<file path="config.mk">
export PLATFORM = sky130hd
export DESIGN_NAME = miss_replay_logger
export DESIGN_NICKNAME = d
export VERILOG_FILES = /design/src/rtl/mrl_pkg.sv /design/src/rtl/mrl_op_counter.sv /design/src/rtl/mrl_ckpt_seq.sv /design/src/rtl/mrl_record_slot.sv /design/src/rtl/miss_replay_logger.sv
export SDC_FILE = /design/constraint.sdc
export NUM_CORES = 1
export LEC_CHECK = 0
export ABC_AREA = 0
export ABC_CLOCK_PERIOD_IN_PS = 13300
export BUFFER_PORTS_ARGS = -buffer_cell sky130_fd_sc_hd__buf_2
export CAP_MARGIN = 30
export CORE_AREA = 5 5 129 161
export DETAILED_ROUTE_END_ITERATION = 7
export DIE_AREA = 0 0 134 166
export GPL_TIMING_DRIVEN = 1
export PLACE_DENSITY = 0.84
export SLEW_MARGIN = 30
export SYNTH_ARGS = -nofsm -noshare
export SYNTH_HDL_FRONTEND = slang
export SYNTH_SLANG_ARGS = --single-unit
</file>
<file path="constraint.sdc">
create_clock -name clk -period 13.3 [get_ports clk]
set_input_delay 0.665 -clock clk [delete_from_list [all_inputs] [get_ports clk]]
set_output_delay 0.665 -clock clk [all_outputs]
set_load 0.05 [all_outputs]
</file>
<file path="src/rtl/mrl_pkg.sv">
package mrl_pkg;
  typedef enum logic {
    REC_MISS = 1'b0,
    REC_CKPT = 1'b1
  } rec_kind_e;
endpackage

</file>
<file path="src/rtl/mrl_op_counter.sv">
module mrl_op_counter #(
  parameter int CNT_W = 32
) (
  input  logic             clk,
  input  logic             rst_n,
  input  logic             inc_i,
  output logic [CNT_W-1:0] count_o
);
  always_ff @(posedge clk) begin
    if (!rst_n) count_o <= '0;
    else if (inc_i) count_o <= count_o + CNT_W'(1);
  end


  count_step_chk: assert property (@(posedge clk) disable iff (!rst_n)
    inc_i |=> count_o == $past(count_o) + CNT_W'(1));

  count_hold_chk: assert property (@(posedge clk) disable iff (!rst_n)
    !inc_i |=> $stable(count_o));
endmodule

</file>
<file path="src/rtl/mrl_ckpt_seq.sv">
module mrl_ckpt_seq #(
  parameter int NUM_REGS = 4,
  parameter int DATA_W   = 32
) (
  input  logic                       clk,
  input  logic                       rst_n,
  input  logic                       req_i,
  input  logic [DATA_W-1:0]          pc_i,
  input  logic [NUM_REGS*DATA_W-1:0] regs_i,
  input  logic                       take_i,
  output logic                       busy_o,
  output logic                       word_valid_o,
  output logic [DATA_W-1:0]          word_o
);
  localparam int IDX_W = $clog2(NUM_REGS + 1);
  localparam int SEL_W = (NUM_REGS > 1) ? $clog2(NUM_REGS) : 1;
  localparam logic [IDX_W-1:0] LAST = IDX_W'(NUM_REGS);

  logic              arm_q, active_q;
  logic [IDX_W-1:0]  idx_q;
  logic [DATA_W-1:0] snap_pc_q;
  logic [DATA_W-1:0] snap_reg_q [NUM_REGS];
  logic [DATA_W-1:0] reg_in    [NUM_REGS];
  logic [SEL_W-1:0]  reg_sel;

  for (genvar g = 0; g < NUM_REGS; g++) begin : g_unpack
    assign reg_in[g] = regs_i[g*DATA_W +: DATA_W];
  end

  always_ff @(posedge clk) begin
    if (!rst_n) begin
      arm_q    <= 1'b1;
      active_q <= 1'b0;
      idx_q    <= '0;
    end else if (arm_q && !active_q) begin
      arm_q    <= 1'b0;
      active_q <= 1'b1;
      idx_q    <= '0;
    end else if (active_q && take_i) begin
      if (idx_q == LAST) active_q <= 1'b0;
      idx_q <= idx_q + IDX_W'(1);
    end else if (req_i && !active_q) begin
      arm_q <= 1'b1;
    end
  end

  always_ff @(posedge clk) begin
    if (arm_q && !active_q) begin
      snap_pc_q <= pc_i;
      for (int i = 0; i < NUM_REGS; i++) snap_reg_q[i] <= reg_in[i];
    end
  end

  assign reg_sel      = SEL_W'(idx_q - IDX_W'(1));
  assign busy_o       = arm_q | active_q;
  assign word_valid_o = active_q;
  assign word_o       = (idx_q == '0) ? snap_pc_q : snap_reg_q[reg_sel];


  idx_range_chk: assert property (@(posedge clk) disable iff (!rst_n)
    active_q |-> idx_q <= LAST);

  ckpt_order_chk: assert property (@(posedge clk) disable iff (!rst_n)
    (active_q && take_i && idx_q != LAST) |=> (active_q && idx_q == $past(idx_q) + IDX_W'(1)));
endmodule

</file>
<file path="src/rtl/mrl_record_slot.sv">
module mrl_record_slot #(
  parameter int CNT_W  = 32,
  parameter int DATA_W = 32
) (
  input  logic              clk,
  input  logic              rst_n,
  input  logic              load_i,
  input  logic              type_i,
  input  logic [CNT_W-1:0]  count_i,
  input  logic [DATA_W-1:0] data_i,
  input  logic              ready_i,
  output logic              free_o,
  output logic              valid_o,
  output logic              type_o,
  output logic [CNT_W-1:0]  count_o,
  output logic [DATA_W-1:0] data_o
);
  always_ff @(posedge clk) begin
    if (!rst_n) begin
      valid_o <= 1'b0;
      type_o  <= 1'b0;
      count_o <= '0;
      data_o  <= '0;
    end else if (load_i) begin
      valid_o <= 1'b1;
      type_o  <= type_i;
      count_o <= count_i;
      data_o  <= data_i;
    end else if (ready_i) begin
      valid_o <= 1'b0;
    end
  end

  assign free_o = !valid_o || ready_i;


  rec_hold_chk: assert property (@(posedge clk) disable iff (!rst_n)
    (valid_o && !ready_i) |=> (valid_o && $stable(data_o) && $stable(count_o) && $stable(type_o)));
endmodule

</file>
<file path="src/rtl/miss_replay_logger.sv">
module miss_replay_logger #(
  parameter int DATA_W   = 32,
  parameter int CNT_W    = 32,
  parameter int NUM_REGS = 4
) (
  input  logic                       clk,
  input  logic                       rst_n,
  input  logic                       ckpt_req,
  input  logic [DATA_W-1:0]          pc_in,
  input  logic [NUM_REGS*DATA_W-1:0] regs_in,
  input  logic                       mem_op_valid,
  input  logic                       mem_op_hit,
  input  logic [DATA_W-1:0]          mem_fill_data,
  output logic                       stall,
  output logic                       rec_valid,
  input  logic                       rec_ready,
  output logic                       rec_type,
  output logic [CNT_W-1:0]           rec_count,
  output logic [DATA_W-1:0]          rec_data
);
  import mrl_pkg::*;

  logic              slot_free, ckpt_busy, ckpt_wvalid;
  logic [DATA_W-1:0] ckpt_word;
  logic [CNT_W-1:0]  mem_count;
  logic              op_accept, log_miss, ckpt_take, slot_load, slot_type;
  logic [CNT_W-1:0]  slot_count;
  logic [DATA_W-1:0] slot_data;

  assign stall     = !slot_free || ckpt_busy;
  assign op_accept = mem_op_valid && !stall;
  assign log_miss  = op_accept && !mem_op_hit;
  assign ckpt_take = ckpt_wvalid && slot_free && !log_miss;
  assign slot_load = log_miss || ckpt_take;

  always_comb begin
    if (log_miss) begin
      slot_type  = REC_MISS;
      slot_count = mem_count + CNT_W'(1);
      slot_data  = mem_fill_data;
    end else begin
      slot_type  = REC_CKPT;
      slot_count = mem_count;
      slot_data  = ckpt_word;
    end
  end

  mrl_op_counter #(.CNT_W(CNT_W)) u_count (
    .clk(clk), .rst_n(rst_n), .inc_i(op_accept), .count_o(mem_count)
  );

  mrl_ckpt_seq #(.NUM_REGS(NUM_REGS), .DATA_W(DATA_W)) u_ckpt (
    .clk(clk), .rst_n(rst_n), .req_i(ckpt_req), .pc_i(pc_in), .regs_i(regs_in),
    .take_i(ckpt_take), .busy_o(ckpt_busy), .word_valid_o(ckpt_wvalid), .word_o(ckpt_word)
  );

  mrl_record_slot #(.CNT_W(CNT_W), .DATA_W(DATA_W)) u_slot (
    .clk(clk), .rst_n(rst_n), .load_i(slot_load), .type_i(slot_type),
    .count_i(slot_count), .data_i(slot_data), .ready_i(rec_ready),
    .free_o(slot_free), .valid_o(rec_valid), .type_o(rec_type),
    .count_o(rec_count), .data_o(rec_data)
  );


  stall_bp_chk: assert property (@(posedge clk) disable iff (!rst_n)
    (rec_valid && !rec_ready) |-> stall);

  miss_rec_chk: assert property (@(posedge clk) disable iff (!rst_n)
    log_miss |=> (rec_valid && rec_type == REC_MISS && rec_data == $past(mem_fill_data)));

  hit_quiet_chk: assert property (@(posedge clk) disable iff (!rst_n)
    (mem_op_valid && mem_op_hit && !stall && !ckpt_wvalid) |=> !rec_valid);

  blocked_op_chk: assert property (@(posedge clk) disable iff (!rst_n)
    (mem_op_valid && stall) |=> $stable(mem_count));
endmodule

</file>
==> metrics.md <==
| Metric | Value |
|---|---|
| CTS max path bufs | 3 |
| Final setup violation count | 0 |
| H-tree levels | 1 |
| First-pass GRT wire length | about 43000 µm |
| Setup Skew | 0.0128 ns |
| Boundary Pins | roughly 270 |
| Post-Syn Area | between 0.01 and 0.015 mm² |
| Most frequent cells in the layout | buf_2, edfxtp_1, nand2_1, dfxtp_1, nor2_1 |
| FF+latch count, synth | between 200 and 300 |
| Vias in the first global route | 8281 |
| Dpl hpwl | 18700 µm |
| Final Hold Viols | 0 |
| Tmin final | roughly 2.9 ns |
| Crit path arrival time | roughly 3.3 ns |
| Die Y | ~170 µm |
| Starting Density | 55.5% |
| Post-CTS Resized | 0 |
| # nets final | about 1300 |
| Area delta synth->final | 21.5% |
| Area after DPL | roughly 0.012 mm² |
| Worst Setup SP | u_ckpt.word_valid_o$_SDFFE_PN0P_ |
| Syn Nets | about 1100 |
| Share of cells above drive strength 1 | about a third |
| Relative slew slack | 36.3% |
| Hold Buf Count CTS | 0 |
| Skew-Pair Late Insertion Delay | approximately 0.52 ns |
| Hold Path Class | input port to register |
| Routability cong. | around 0.8 |
| Yosys cell types | between 50 and 60 |
| Total track usage | 24.5% |
| DR pass1 iterations | 6 |
| CP Class | register to register |
| RSZ-0062 raised after global routing | no |
| Port bufs | between 200 and 300 |
| Hold Startpoint | regs_in[122] |
| Asr flop ratio synth | 0% |
| Max stage delay cell, worst path | buf_4 |
| CTS tree | built |
| Final ANT Viol Nets | 0 |
| Status | finished clean |
| # clock sinks | 263 |
| CTS Buf Count | 26 |
| PwrDens | 145 mW/mm² |
| Design Power | 1.87 mW |
| Commonest non-fill, non-tap cell in the layout | buf_2 |
| Most frequent CP cell | buf_4 |
| Max-Cap Viols | 0 |
| Max stage delay on crit path | about 0.54 ns |
| Post-synth top flop | edfxtp_1 |
| Max Clock Freq | 348 MHz |
| Synth Instances | around 850 |
| Final worst path period share | roughly 22% |
| Worst flop-to-flop path startpoint | u_ckpt.word_valid_o$_SDFFE_PN0P_ |
| DR DRC count | 0 |
| Sum Neg Setup Slack | 0 ns |
| Critical path, cell by cell | nor2_1, and3_2, buf_4, nor2_4, buf_4, a22o_1, a221o_1 |
| Post-synth EDFFs | 160 |
| Full die area | between 0.02 and 0.025 mm² |
| Total setup buffers inserted after CTS | 0 |
| Root Driver | clkbuf_16 |
| Vias per cell | 5.95 |
| Leakage power | between 4 and 5 nW |
| Hold_ws | ~0.31 ns |
| Drt total wl | 27700 µm |
| Largest net degree at the start of global routing | 84 |
| Die span in x | 134 µm |
| Filler cells | 1349 |
| Worst setup EP type | register |
| Syn_area_per_cell | 12.5 µm² |
| Worst-Margin Slew | 0.955 ns |
| Peak VDD IR | 0.000142 V |
| CORE AREA | ~0.019 mm² |
| Initial antenna violation count | 4 |
| Clock transition at path regs | around 0.06 ns |
| Highest net fanout along the worst path | 53 |
| Seq/Total Area, Yosys | roughly 64% |
| Rows | 57 |
| Final instance area | between 0.01 and 0.015 mm² |
| First-iteration detailed-routing DRC count | approximately 650 |
| Slew Viols, Final | 0 |
| Detailed-route wire length per cell | 20.5 µm |
| Synth Warn # | 0 |
| CP required | 13.70 ns |
| Global route total overflow | 0 |
| Vias after detailed routing | between 8000 and 9000 |
| Critical Path Source Type | register |
## layer usage
| metal | up-vias | global-route usage [%] | part of all wire [%] |
|---|---|---|---|
| li1 | 3702 | - | - |
| met1 | 3883 | 28.6 | 36 |
| met2 | 386 | 44.8 | 53 |
| met3 | 60 | 4.67 | 7.7 |
| met4 | 2 | 8.81 | 3.3 |
| met5 | - | 0 | 0.025 |
## cell usage after synthesis, types with 2 or more instances
| cell type | instances | area [µm²] |
|---|---|---|
| a211oi_1 | 2 | 15.0 |
| a21o_1 | 4 | 30.0 |
| a21oi_1 | 58 | 290 |
| a221oi_1 | 34 | 298 |
| a222oi_1 | 3 | 30.0 |
| a22o_1 | 2 | 17.5 |
| a22oi_1 | 6 | 45.0 |
| a31oi_1 | 9 | 56.3 |
| a32oi_1 | 3 | 26.3 |
| and2_1 | 2 | 12.5 |
| and3_1 | 5 | 31.3 |
| buf_1 | 6 | 22.5 |
| buf_2 | 18 | 90.1 |
| buf_4 | 2 | 15.0 |
| clkbuf_1 | 35 | 131 |
| dfxtp_1 | 103 | 2060 |
| edfxtp_1 | 160 | 4800 |
| ha_1 | 3 | 37.5 |
| inv_1 | 9 | 33.8 |
| mux2i_1 | 3 | 30.0 |
| mux4_2 | 32 | 721 |
| nand2_1 | 114 | 428 |
| nand2b_1 | 8 | 50.1 |
| nand3_1 | 23 | 115 |
| nand3_2 | 2 | 20.0 |
| nand4_1 | 19 | 119 |
| nor2_1 | 76 | 285 |
| nor2b_1 | 3 | 18.8 |
| nor3_1 | 5 | 25.0 |
| nor4_1 | 7 | 43.8 |
| o211a_1 | 2 | 20.0 |
| o211ai_1 | 12 | 90.1 |
| o21ai_0 | 18 | 90.1 |
| o311ai_0 | 7 | 61.3 |
| o31ai_1 | 2 | 15.0 |
| or3_1 | 10 | 62.6 |
| or4_1 | 8 | 60.1 |
| xnor2_1 | 7 | 61.3 |
| xor2_1 | 12 | 105 |
## area by class of cell
class	instances	area, µm²	share of cell area [%]
diodes	3	7.51	0.0580
well taps	236	295	2.28
repair buffers	273	1390	10.8
flip-flops and latches	263	6870	53.1
clock buffers	29	683	5.28
multi-input cells	518	3520	27.2
inverters	9	33.8	0.261
clock inverters	19	140	1.08
## registers in the layout, summed over array words and instances (netlist names)
signal and cells:
u_count.count_o 32, u_slot.valid_o 1, u_ckpt.snap_pc_q 32, u_ckpt.word_valid_o 1, u_ckpt.idx_q 3, u_slot.data_o 32, u_slot.type_o 1, u_ckpt.arm_q 1
u_ckpt.snap_reg_q 128, u_slot.count_o 32
## power by group
group / leakage, nW / internal [mW] / switching (mW) / total [mW]
registers: 2.38 / 0.928 / 0.0196 / 0.947
clock network: 0.396 / 0.406 / 0.297 / 0.704
logic: 2.20 / 0.0771 / 0.143 / 0.220
total: 4.98 / 1.41 / 0.460 / 1.87
## critical path: cells and delay by family, from the launching register on
family	cells	cell delay, ns
compound gates	2	0.64
buf+inv	2	0.89
flops	1	0.38
simple gates	3	0.81
## per-stage QoR
stage / worst slack (ns) / cells / utilization (%)
final: 10.43 / 1350 / 67.4
after global placement: 10.32 / 1299 / 63.1
after detailed placement: 10.17 / 1299 / 63.1
after global routing: 10.14 / 1350 / 67.4
after floorplan: 5.10 / 852 / -
after CTS: 10.44 / 1347 / 67.4
## cell families after synthesis
group                      Yosys count  share of synthesized area [%]
buffers and inverters               71                           2.80
muxes                               35                           7.05
DFF                                263                           64.5
adders and majority gates            3                          0.353
AOI/OAI and AO/OA                  170                           10.8
and+or+nand+nor                    291                           12.9
xor gates and xnor gates            19                           1.56
## final timing paths
check                                            end  slack [ns]  depth (start not counted)
setup / recovery     u_slot.count_o[28]$_SDFFE_PN0P_       10.43                          7
hold / removal    u_ckpt.snap_reg_q[3][26]$_DFFE_PP_        0.31                          1
setup reg to reg     u_slot.count_o[28]$_SDFFE_PN0P_       10.43                          7
hold reg to reg       u_slot.count_o[1]$_SDFFE_PN0P_        0.47                          2
Note: power is estimated with default switching activity, not from simulation.
